[config.mk]
export PLATFORM = sky130hd
export DESIGN_NAME = tmr_irq_vector
export DESIGN_NICKNAME = d
export VERILOG_FILES = /design/src/rtl/tmr_irq_pkg.sv /design/src/rtl/tmr_irq_ctrl.sv /design/src/rtl/tmr_irq_datapath.sv /design/src/rtl/tmr_irq_vector.sv
export SDC_FILE = /design/constraint.sdc
export NUM_CORES = 1
export LEC_CHECK = 0
export BUFFER_PORTS_ARGS = -buffer_cell sky130_fd_sc_hd__buf_2
export CAP_MARGIN = 5
export CORE_UTILIZATION = 43
export DETAILED_ROUTE_END_ITERATION = 12
export GPL_TIMING_DRIVEN = 0
export HOLD_SLACK_MARGIN = 0.1
export PLACE_DENSITY = 0.8
export SLEW_MARGIN = 20
export SYNTH_ARGS = -nofsm -noshare
export SYNTH_HDL_FRONTEND = slang
export SYNTH_HIERARCHICAL = 1
export SYNTH_SLANG_ARGS = --single-unit
[constraint.sdc]
create_clock -name clk -period 2 [get_ports clk]
set_input_delay 0.6 -clock clk [delete_from_list [all_inputs] [get_ports clk]]
set_output_delay 0.6 -clock clk [all_outputs]
set_load 0.005 [all_outputs]
[src/rtl/tmr_irq_pkg.sv]
package tmr_irq_pkg;
  localparam int FLAG_ADDR = 0;
  localparam int EN_ADDR   = 1;
  localparam int VEC_ADDR  = 2;

  typedef struct packed {
    logic wrFlag;
    logic wrEnable;
    logic rdFlag;
    logic rdEnable;
    logic rdVector;
  } busStrb_t;
endpackage

[src/rtl/tmr_irq_ctrl.sv]
module tmr_irq_ctrl
  import tmr_irq_pkg::*;
#(
  parameter int ADDR_W = 4
) (
  input  logic              clk,
  input  logic              rstN,
  input  logic [ADDR_W-1:0] addr,
  input  logic              rdEn,
  input  logic              wrEn,
  output busStrb_t          strb
);
  logic isFlag, isEn, isVec, doWrite;

  assign isFlag  = (addr == ADDR_W'(FLAG_ADDR));
  assign isEn    = (addr == ADDR_W'(EN_ADDR));
  assign isVec   = (addr == ADDR_W'(VEC_ADDR));
  // A read takes the cycle; a write issued in the same cycle is dropped.
  assign doWrite = wrEn && !rdEn;

  always_comb begin
    strb          = '0;
    strb.wrFlag   = doWrite && isFlag;
    strb.wrEnable = doWrite && isEn;
    strb.rdFlag   = rdEn && isFlag;
    strb.rdEnable = rdEn && isEn;
    strb.rdVector = rdEn && isVec;
  end

  // at most one register action per cycle
  a_r9_one_strobe: assert property (@(posedge clk) disable iff (!rstN)
    $onehot0({strb.wrFlag, strb.wrEnable, strb.rdFlag, strb.rdEnable, strb.rdVector}));
  // a write to the vector address raises no strobe
  a_r9_vec_write_inert: assert property (@(posedge clk) disable iff (!rstN)
    (wrEn && !rdEn && isVec) |-> !(strb.wrFlag || strb.wrEnable));
endmodule

[src/rtl/tmr_irq_datapath.sv]
module tmr_irq_datapath
  import tmr_irq_pkg::*;
#(
  parameter int NUM_CH    = 2,
  parameter int NUM_SLOTS = 5,
  parameter int DATA_W    = 16
) (
  input  logic              clk,
  input  logic              rstN,
  input  busStrb_t          strb,
  input  logic [DATA_W-1:0] wrData,
  input  logic [NUM_CH:0]   evtSet,
  output logic [DATA_W-1:0] rdData,
  output logic              irq
);
  localparam int NSRC = NUM_CH + 1;

  logic [NSRC-1:0]   flags, flagsNext, enables, active, winMask;
  logic              anyHit;
  logic [DATA_W-1:0] srcCode [NSRC];
  logic [DATA_W-1:0] vecCode;

  // Code per source: channel i+1 -> 2(i+1), overflow -> 2*NUM_SLOTS
  for (genvar g = 0; g < NSRC; g++) begin : g_code
    if (g == NUM_CH) begin : g_ovf
      assign srcCode[g] = DATA_W'(2 * NUM_SLOTS);
    end else begin : g_ch
      assign srcCode[g] = DATA_W'(2 * (g + 1));
    end
  end

  assign active = flags & enables;
  assign irq    = |active;

  // Lowest index wins (lowest code = highest priority)
  always_comb begin
    winMask = '0;
    anyHit  = 1'b0;
    for (int i = NSRC - 1; i >= 0; i--) begin
      if (active[i]) begin
        winMask    = '0;
        winMask[i] = 1'b1;
        anyHit     = 1'b1;
      end
    end
  end

  always_comb begin
    vecCode = '0;
    for (int i = 0; i < NSRC; i++) begin
      if (winMask[i]) vecCode = vecCode | srcCode[i];
    end
  end

  always_comb begin
    flagsNext = flags;
    if (strb.wrFlag) flagsNext = wrData[NSRC-1:0];
    if (strb.rdVector && anyHit) flagsNext = flagsNext & ~winMask;
    flagsNext = flagsNext | evtSet;   // hardware set wins
  end

  always_ff @(posedge clk or negedge rstN) begin
    if (!rstN) begin
      flags   <= '0;
      enables <= '0;
      rdData  <= '0;
    end else begin
      flags <= flagsNext;
      if (strb.wrEnable) enables <= wrData[NSRC-1:0];
      if (strb.rdVector)      rdData <= vecCode;
      else if (strb.rdFlag)   rdData <= DATA_W'(flags);
      else if (strb.rdEnable) rdData <= DATA_W'(enables);
    end
  end

  // only one source is ever selected
  a_r2_single_winner: assert property (@(posedge clk) disable iff (!rstN)
    $onehot0(winMask));
  // the reported flag is gone after the read unless re-set by hardware
  a_r4_clear_reported: assert property (@(posedge clk) disable iff (!rstN)
    (strb.rdVector && anyHit) |=> ((flags & $past(winMask & ~evtSet)) == '0));
  // an empty vector read leaves flags as they were
  a_r5_empty_read_inert: assert property (@(posedge clk) disable iff (!rstN)
    (strb.rdVector && !anyHit && (evtSet == '0)) |=> $stable(flags));
  // a hardware set always lands
  a_r6_set_wins: assert property (@(posedge clk) disable iff (!rstN)
    (evtSet != '0) |=> ((flags & $past(evtSet)) == $past(evtSet)));
  // vector is nonzero exactly when the request was up
  a_r8_irq_matches_vector: assert property (@(posedge clk) disable iff (!rstN)
    strb.rdVector |=> ((rdData != '0) == $past(irq)));
endmodule

[src/rtl/tmr_irq_vector.sv]
module tmr_irq_vector
  import tmr_irq_pkg::*;
#(
  parameter int NUM_CH    = 2,
  parameter int NUM_SLOTS = 5,
  parameter int DATA_W    = 16,
  parameter int ADDR_W    = 4
) (
  input  logic              clk,
  input  logic              rstN,
  input  logic [ADDR_W-1:0] addr,
  input  logic              rdEn,
  input  logic              wrEn,
  input  logic [DATA_W-1:0] wrData,
  output logic [DATA_W-1:0] rdData,
  input  logic [NUM_CH:0]   evtSet,
  output logic              irq
);
  busStrb_t strb;

  tmr_irq_ctrl #(.ADDR_W(ADDR_W)) u_ctrl (
    .clk(clk), .rstN(rstN), .addr(addr), .rdEn(rdEn), .wrEn(wrEn), .strb(strb)
  );

  tmr_irq_datapath #(.NUM_CH(NUM_CH), .NUM_SLOTS(NUM_SLOTS), .DATA_W(DATA_W)) u_dp (
    .clk(clk), .rstN(rstN), .strb(strb), .wrData(wrData), .evtSet(evtSet),
    .rdData(rdData), .irq(irq)
  );
endmodule

==> qor.csv, run 1 <==
metric,value,unit
layout.cells.most_common_list,"buf_2 (18), buf_4 (12), conb_1 (12)",
cts_tree,done,
arrival,2080,ps
ys_ff_latch,10,
die_h,40.5,um
cp-start-kind,input port,
critPathBufInv,1,
synthMuxAreaShare,0.167,
combPwrFrac,0.279,
track_usage,0.173,
clk_latency,260,ps
yosysSeqAreaShare,0.392,
ant_nets,0,
syn_inst,64,
max_freq,515,MHz
final_cells,111,
fin_crit,1940,ps
seqPwrFrac,0.474,
gp_congestion,0.795,
ctsHoldBuffers,0,
nFillCells,129,
clk_pin_slew,60,ps
post-cts-setup-buffers,0,
p_switching,0.148,mW
htree_levels,1,
final_util,0.629,
layout_commonest_cell,buf_2,
finalSetupViolations,0,
cp_top_family,simple AND/OR/NAND/NOR gates,
cts_root_buf,clkbuf_4,
core_area,1330,um2
powerDensity,636,nW/um2
synth_area_per_cell,9.97,um2
synth_xor_area_frac,0,
switching_share,0.278,
grt_pass1_vias,447,
area_growth,31.6,%
drive_gt1_frac,0.469,
drc,0,
cts.repair.resized,0,
wl,1160,um
worstSetupPathType,in2reg,
crit_required,2140,ps
gr-total-overflow,0,
period_share,0.970,
yosys_warnings,6,
cts_buffers,3,
drv_slew,0,
start_util,0.478,
io_pins,44,
cp_slowest_cell,or3b_1,
post_drt_wl_per_cell,10.4,um
p_int,0.385,mW
drtIter0Drc,17,
io_buffers,18,
vdd_drop_max,305,uV
antenna_cells,0,
skew,3.74,ps
ys_types,26,
hpwlAfterDp,951,um
max_stage_delay,450,ps
grt_pass1_wl,1800,um
ctsLongestPathBuffers,2,
num_rows,13,
synth_top_family_by_area,simple AND/OR/NAND/NOR gates,
grt_max_degree,11,
vias_per_cell,4.79,
fin_nets,125,
cp_cell_sequence,buf_2 > or3b_1 > nor3_2 > mux2_2 > mux2i_1 > a31oi_1,
synth_compound_area_frac,0.0765,
numClockSinks,10,
yosys.area_share.simple,0.206,
antenna_found_initial,0,
hp-class,in2async,
status,"complete, no violations",
end_kind,flip-flop,
hold_ws,184,ps
die_area,1640,um2
die_w,40.5,um
critPathMaxFanout,5,
p_leak,0.420,nW
netlist_area,638,um2
firstDrtPassIters,4,
pwr-share-clk,0.247,
synthAdderAreaFrac,0,
routed-via-count,532,
place_inst,108,
hold_viol,0,
cap_violations,0,
setup_tns,0,ps
==> path summary, 6_finish.rpt <==
path / cells after the start / startpoint / to / slack [ps]
setup / recovery: 6 / addr[3] / u_dp/rdData[1] / 60
hold / removal: 1 / rstN / u_dp/rdData[2] / 180
setup reg to reg: 3 / u_dp/enables[0] / u_dp/flags[1] / 840
hold reg to reg: 1 / u_dp/rdData[2] / u_dp/rdData[2] / 500
max in group asynchronous: 1 / rstN / u_dp/enables[2] / 1630
min in group clk: 1 / u_dp/rdData[2] / u_dp/rdData[2] / 500
==> layout make-up <==
| type | count | area [um2] | share of cell area |
|---|---|---|---|
| inverter | 2 | 7.51 | 0.00894 |
| sequential | 10 | 250 | 0.298 |
| buffer | 12 | 90.1 | 0.107 |
| timing repair buffer | 18 | 90.1 | 0.107 |
| clock buffer | 3 | 22.5 | 0.0268 |
| tap | 15 | 18.8 | 0.0224 |
| multi-input combinational | 51 | 360 | 0.429 |
==> stage by stage <==
stage	setup slack (ps)	power (mW)	instance area [um2]
final	59.4	0.534	840
after global routing	-0.436	0.575	840
after CTS	3.90	0.544	833
after detailed placement	-257	0.404	811
after global placement	-250	0.397	811
after floorplan	-8.71	0.346	702
==> kinds of logic after synthesis <==
| kind of cell | Yosys count |
|---|---|
| simple gates | 22 |
| buf+inv | 14 |
| mux | 10 |
| flops | 10 |
| compound gates | 7 |
| other cells | 1 |
==> flip-flops by register name (all words and copies together) (netlist names) <==
| signal | cells |
|---|---|
| u_dp/rdData | 4 |
| u_dp/enables | 3 |
| u_dp/flags | 3 |
==> synthesized netlist by cell type, drive strengths merged <==
cell    number  area (um2)
a221oi       1        8.76
buf         12        90.1
dfrtp       10         250
mux2i        5        50.1
nor2         5        18.8
and3         1        7.51
nand2b       1        6.26
or2          2        12.5
inv          2        7.51
nand2        4        15.0
a21oi        1        5.00
nor3         2        15.0
or3          1        11.3
mux2         5        56.3
o22a         1        8.76
and2         1        6.26
o22ai        1        6.26
conb         1        3.75
nand3        1        5.00
a31oi        2        12.5
o21bai       1        7.51
nor3b        2        15.0
or4b         1        10.0
or3b         1        8.76
==> per-layer routing <==
metal / global-route usage / vias to the layer above / wire length (um)
met5: 0 / - / 0
met4: 0.100 / 0 / 12
met3: 0.0500 / 2 / 84
met2: 0.298 / 25 / 614
met1: 0.186 / 238 / 446
li1: - / 267 / -
==> power groups by stage <==
| stage | registers (mW) | logic [mW] | clock network, mW |
|---|---|---|---|
| after global placement | 0.255 | 0.142 | 0 |
| final | 0.253 | 0.149 | 0.132 |
| after floorplan | 0.255 | 0.0907 | 0 |
| after CTS | 0.253 | 0.148 | 0.144 |
| after detailed placement | 0.257 | 0.147 | 0 |
| after global routing | 0.256 | 0.169 | 0.150 |
Note: power is estimated with default switching activity, not from simulation.
==> run 2: changes to the inputs <==
--- a/config.mk
+++ b/config.mk
@@ -11,7 +11,7 @@
 export DETAILED_ROUTE_END_ITERATION = 12
 export GPL_TIMING_DRIVEN = 0
 export HOLD_SLACK_MARGIN = 0.1
-export PLACE_DENSITY = 0.8
+export PLACE_DENSITY_LB_ADDON = 0.08
 export SLEW_MARGIN = 20
 export SYNTH_ARGS = -nofsm -noshare
 export SYNTH_HDL_FRONTEND = slang
==> constraint.sdc (replaced) <==
create_clock -name clk -period 2.5 [get_ports clk]
set_input_delay 0.75 -clock clk [delete_from_list [all_inputs] [get_ports clk]]
set_output_delay 0.75 -clock clk [all_outputs]
set_load 0.005 [all_outputs]
==> qor.csv, run 2 (synthesized netlist as in run 1, its figures left out) <==
metric,value,unit,change
cp_cell_sequence,buf_2 > or3b_1 > nor3_1 > mux2_2 > mux2i_1 > a31oi_1,,
drv_slew,0,,unchanged
largest_reg_flops,4,,unchanged
cts_root_buf,clkbuf_4,,
status,"complete, no violations",,
p_int,0.340,mW,-12%
routed-via-count,531,,-0.19%
seqPwrFrac,0.438,,-0.036
wl_met2,549,um,-11%
crit_required,2640,ps,+500 ps
grt_pass1_vias,438,,-2.0%
period_share,0.895,,
worst_slew_pin_slew,592,ps,
drc,0,,unchanged
area_growth,30.0,%,
start_util,0.478,,unchanged
finalSetupViolations,0,,unchanged
reg_top3,"u_dp/rdData x4, u_dp/enables x3, u_dp/flags x3",,
cts_tree,done,,
numClockSinks,10,,unchanged
ant_nets,0,,unchanged
cp-start-kind,input port,,
track_usage,0.166,,-0.00669
die_area,1640,um2,unchanged
critPathMaxFanout,5,,unchanged
post-cts-setup-buffers,0,,unchanged
final_cells,112,,+0.90%
vdd_drop_max,374,uV,+23%
m1WireLength,505,um,+13%
powerDensity,553,nW/um2,-13%
pwr-share-clk,0.309,,+0.062
antenna_found_initial,0,,unchanged
hold_viol,0,,unchanged
max_freq,447,MHz,
layout_commonest_cell,buf_2,,
cts_buffers,3,,unchanged
wl_met3,80,um,-4.8%
vias_per_cell,4.74,,-1.1%
hpwlAfterDp,920,um,-3.2%
p_leak,0.415,nW,-1.3%
timing.final.ws_setup,262,ps,+203 ps
max_stage_delay,480,ps,+30 ps
clk_latency,260,ps,about the same
finalPower,0.459,mW,-14%
arrival,2380,ps,+300 ps
fin_nets,125,,unchanged
drtIter0Drc,5,,-12
ctsLongestPathBuffers,2,,unchanged
final_area,830,um2,-1.2%
num_rows,13,,unchanged
highest_layer,met4,,
clk_pin_slew,70,ps,about the same
worstSetupPathType,in2reg,,
htree_levels,1,,unchanged
core_area,1330,um2,unchanged
grt_pass1_wl,1770,um,-1.5%
drive_gt1_frac,0.454,,-0.0151
post_drt_wl_per_cell,10.2,um,-2.2%
place_inst,108,,unchanged
p_switching,0.119,mW,-20%
rsz0062_at_grt,no,,
cp_slowest_cell,nor3_1,,
relSlewSlack,0.602,,
dp_slack,-122,ps,+135 ps
nFillCells,140,,+8.5%
die_h,40.5,um,unchanged
firstDrtPassIters,4,,unchanged
gp_congestion,0.822,,+3.3%
hp-class,in2async,,
final_util,0.622,,-0.00750
combPwrFrac,0.253,,-0.026
post_dp_cell_area,788,um2,-2.8%
end_kind,flip-flop,,
io_buffers,18,,unchanged
skew,3.62,ps,-0.124 ps
wl,1140,um,-1.3%
fin_crit,2240,ps,
grt_max_degree,11,,unchanged
switching_share,0.259,,-0.0188
die_w,40.5,um,unchanged
antenna_cells,0,,unchanged
layout.cells.most_common_list,"buf_2 (18), buf_4 (12), conb_1 (12)",,
cap_violations,0,,unchanged
top_register,u_dp/rdData,,
gr-total-overflow,0,,unchanged
ctsHoldBuffers,0,,unchanged
io_pins,44,,unchanged
## run 2: changes by cell type in the layout (fill, tap and decap cells not counted), sizes merged
cell / delta
clkbuf: +1
## run 2: timing repair
| item | CTS | global route |
|---|---|---|
| setup endpoints to repair | 0 | 1 |
| hold endpoints to repair | 0 | 0 |
| gates resized for setup | 0 | 1 |
## run 2: worst paths after layout
path / from / endpoint / slack, ps / depth (start not counted)
worst max-delay path: addr[3] / u_dp/rdData[1] / 260 / 6
worst min-delay path: rstN / u_dp/enables[2] / 340 / 1
worst max register to register: u_dp/enables[0] / u_dp/flags[1] / 1390 / 3
worst min register to register: u_dp/rdData[2] / u_dp/rdData[2] / 510 / 1
max in group asynchronous: rstN / u_dp/rdData[3] / 1970 / 1
min in group clk: u_dp/rdData[2] / u_dp/rdData[2] / 510 / 1
## run 2: per-layer routing
metal | track usage | vias up
li1 | - | 269
met4 | 0.0750 | 0
met1 | 0.194 | 240
met3 | 0.0333 | 2
met5 | 0 | -
met2 | 0.290 | 20
## run 2: area by class of cell
class	count	area, um2	area share
Multi-Input combinational cell	51	337	0.406
Sequential cell	10	250	0.302
Timing Repair Buffer	18	90.1	0.109
Buffer	12	90.1	0.109
Clock buffer	4	36.3	0.0437
Tap cell	15	18.8	0.0226
Inverter	2	7.51	0.00905
## run 2: critical path, delay by kind of cell
family,cells,cell delay [ps]
AOI/OAI and AO/OA,1,90
buffers and inverters,1,100
muxes,2,530
and+or+nand+nor,2,900
## run 2: power by group through the flow
stage	logic, mW	clock network (mW)	registers (mW)
finish	0.116	0.142	0.201
global route	0.131	0.158	0.205
CTS	0.116	0.149	0.201
detailed placement	0.115	0	0.204
global placement	0.113	0	0.204
floorplan	0.0712	0	0.204
## run 2: per-stage QoR
step,TNS (ps),hold slack (ps)
floorplan,0,454
global placement,-347,494
detailed placement,-157,496
CTS,0,338
global route,0,341
finish,0,337
==> run 3: changes to the inputs <==
--- a/config.mk
+++ b/config.mk
@@ -7,7 +7,8 @@
 export LEC_CHECK = 0
 export BUFFER_PORTS_ARGS = -buffer_cell sky130_fd_sc_hd__buf_2
 export CAP_MARGIN = 5
-export CORE_UTILIZATION = 43
+export CORE_UTILIZATION = 38
+export CTS_BUF_LIST = sky130_fd_sc_hd__clkbuf_8
 export DETAILED_ROUTE_END_ITERATION = 12
 export GPL_TIMING_DRIVEN = 0
 export HOLD_SLACK_MARGIN = 0.1
==> constraint.sdc (replaced) <==
create_clock -name clk -period 1.8 [get_ports clk]
set_input_delay 0.54 -clock clk [delete_from_list [all_inputs] [get_ports clk]]
set_output_delay 0.54 -clock clk [all_outputs]
set_load 0.005 [all_outputs]
==> qor.csv, run 3 (synthesized netlist as in run 1, its figures left out) <==
metric,value,unit,change
gp_congestion,0.785,,-4.5%
final_cells,116,,+3.6%
switching_share,0.260,,about the same
r2r_start,u_dp/enables[0],,
num_rows,14,,+1
htree_levels,1,,unchanged
seqPwrFrac,0.413,,-0.025
r2r-end,u_dp/flags[1],,
vdd_drop_max,476,uV,+27%
p_leak,0.459,nW,+11%
clk_pin_slew,40,ps,-30 ps
routed-via-count,543,,+2.3%
status,"complete, no violations",,
top_register,u_dp/rdData,,
start_util,0.414,,-0.0645
crit_required,1920,ps,-720 ps
firstDrtPassIters,4,,unchanged
vias_per_cell,4.68,,-1.3%
rsz0062_at_grt,yes,,
grt_max_degree,11,,unchanged
max_stage_delay,550,ps,+70 ps
r2r_setup_slack,620,ps,-770 ps
crit_start,addr[2],,
drc,0,,unchanged
ant_nets,0,,unchanged
drv_slew,0,,unchanged
core_area,1540,um2,+16%
finalSetupViolations,0,,unchanged
timing.final.ws_setup,16.0,ps,-246 ps
fin_nets,129,,+3.2%
powerDensity,746,nW/um2,+35%
cts_buffers,3,,unchanged
cts_tree,done,,
combPwrFrac,0.254,,about the same
reg_top3,"u_dp/rdData x4, u_dp/enables x3, u_dp/flags x3",,
max_freq,561,MHz,
dp_slack,-353,ps,-232 ps
post_drt_wl_per_cell,11.9,um,+17%
clk_latency,240,ps,-20 ps
period_share,0.991,,
cp_cell_sequence,buf_6 > or4b_4 > nor2_1 > mux2_2,,
cp_slowest_cell,or4b_4,,
io_pins,44,,unchanged
final_util,0.593,,-0.0286
io_buffers,18,,unchanged
hpwlAfterDp,1020,um,+11%
track_usage,0.171,,+0.00417
place_inst,109,,+0.93%
gr-total-overflow,0,,unchanged
antenna_cells,0,,unchanged
arrival,1900,ps,-480 ps
cts_root_buf,clkbuf_8,,
endpoint,u_dp/enables[0],,
grt_pass1_wl,2230,um,+26%
p_switching,0.177,mW,+49%
die_w,43.0,um,+6.1%
antenna_found_initial,0,,unchanged
numClockSinks,10,,unchanged
die_h,43.0,um,+6.1%
ctsHoldBuffers,0,,unchanged
ctsLongestPathBuffers,2,,unchanged
wl,1380,um,+21%
cp-start-kind,input port,,
drive_gt1_frac,0.500,,+0.0464
r2r_cells,3,,unchanged
critPathMaxFanout,3,,-2
skew,2.27,ps,-1.35 ps
largest_reg_flops,4,,unchanged
p_int,0.505,mW,+49%
area_growth,43.3,%,
pwr-share-clk,0.333,,+0.024
drtIter0Drc,8,,+3
cap_violations,0,,unchanged
hp-class,in2async,,
layout.cells.most_common_list,"buf_2 (16), buf_4 (16), conb_1 (12)",,
die_area,1850,um2,+13%
hold_viol,0,,unchanged
grt_pass1_vias,521,,+19%
worstSetupPathType,in2reg,,
end_kind,flip-flop,,
fin_crit,1780,ps,
==> run 3: cell count changes in the layout (fill, tap and decap cells not counted), sizes merged <==
cell    before  now
buf         30   34
clkbuf       4    3
==> run 3: timing repair <==
item,in CTS,in global routing
buffers inserted,2,2
gates resized for setup,0,2
endpoints found under the setup margin,4,7
gates cloned,0,0
pin swaps,3,1
==> run 3: worst max-delay path: cells and delay by family <==
family,cells,cell delay [ps]
AND/OR/NAND/NOR,2,890
multiplexers,1,380
buffers and inverters,1,90
==> run 3: layer usage <==
metal  global-route usage  vias up  wire length, um
met4                0.109        0               26
met5                    0        -                0
met1                0.199      243              561
met2                0.270       25              693
met3               0.0511        4               98
li1                     -      271                -
==> run 3: worst min-delay path by stage <==
stage	to	slack, ps	depth (start not counted)	start
floorplan	u_dp/enables[0]	240	0	rstN
global placement	u_dp/rdData[1]	410	1	rstN
detailed placement	u_dp/rdData[3]	420	1	rstN
CTS	u_dp/rdData[3]	170	1	rstN
global route	u_dp/rdData[0]	180	1	rstN
finish	u_dp/rdData[3]	160	1	rstN
==> run 3: power by group through the flow <==
| stage | Clock (mW) | Combinational [mW] | Sequential (mW) |
|---|---|---|---|
| 6_report | 0.228 | 0.173 | 0.282 |
| 5_1_grt | 0.241 | 0.190 | 0.288 |
| 4_1_cts | 0.232 | 0.170 | 0.282 |
| 3_5_place_dp | 0 | 0.169 | 0.285 |
| 3_3_place_gp | 0 | 0.167 | 0.284 |
| 2_1_floorplan | 0 | 0.106 | 0.284 |
==> run 3: through the flow <==
stage	power, mW	instance area, um2	hold slack [ps]	TNS, ps
4_1_cts	0.684	887	170	0
3_3_place_gp	0.450	831	415	-2320
3_5_place_dp	0.455	831	416	-2500
5_1_grt	0.719	915	185	-89.4
6_report	0.683	915	159	0
2_1_floorplan	0.390	721	244	-293
==> run 3: area by class of cell <==
cell class                 count  area (um2)
fill                         137         627
timing repair buffer          22         133
multi-input combinational     51         373
buffer                        12        90.1
inverter                       2        7.51
clock buffer                   3        41.3
tap                           16        20.0
sequential                    10         250
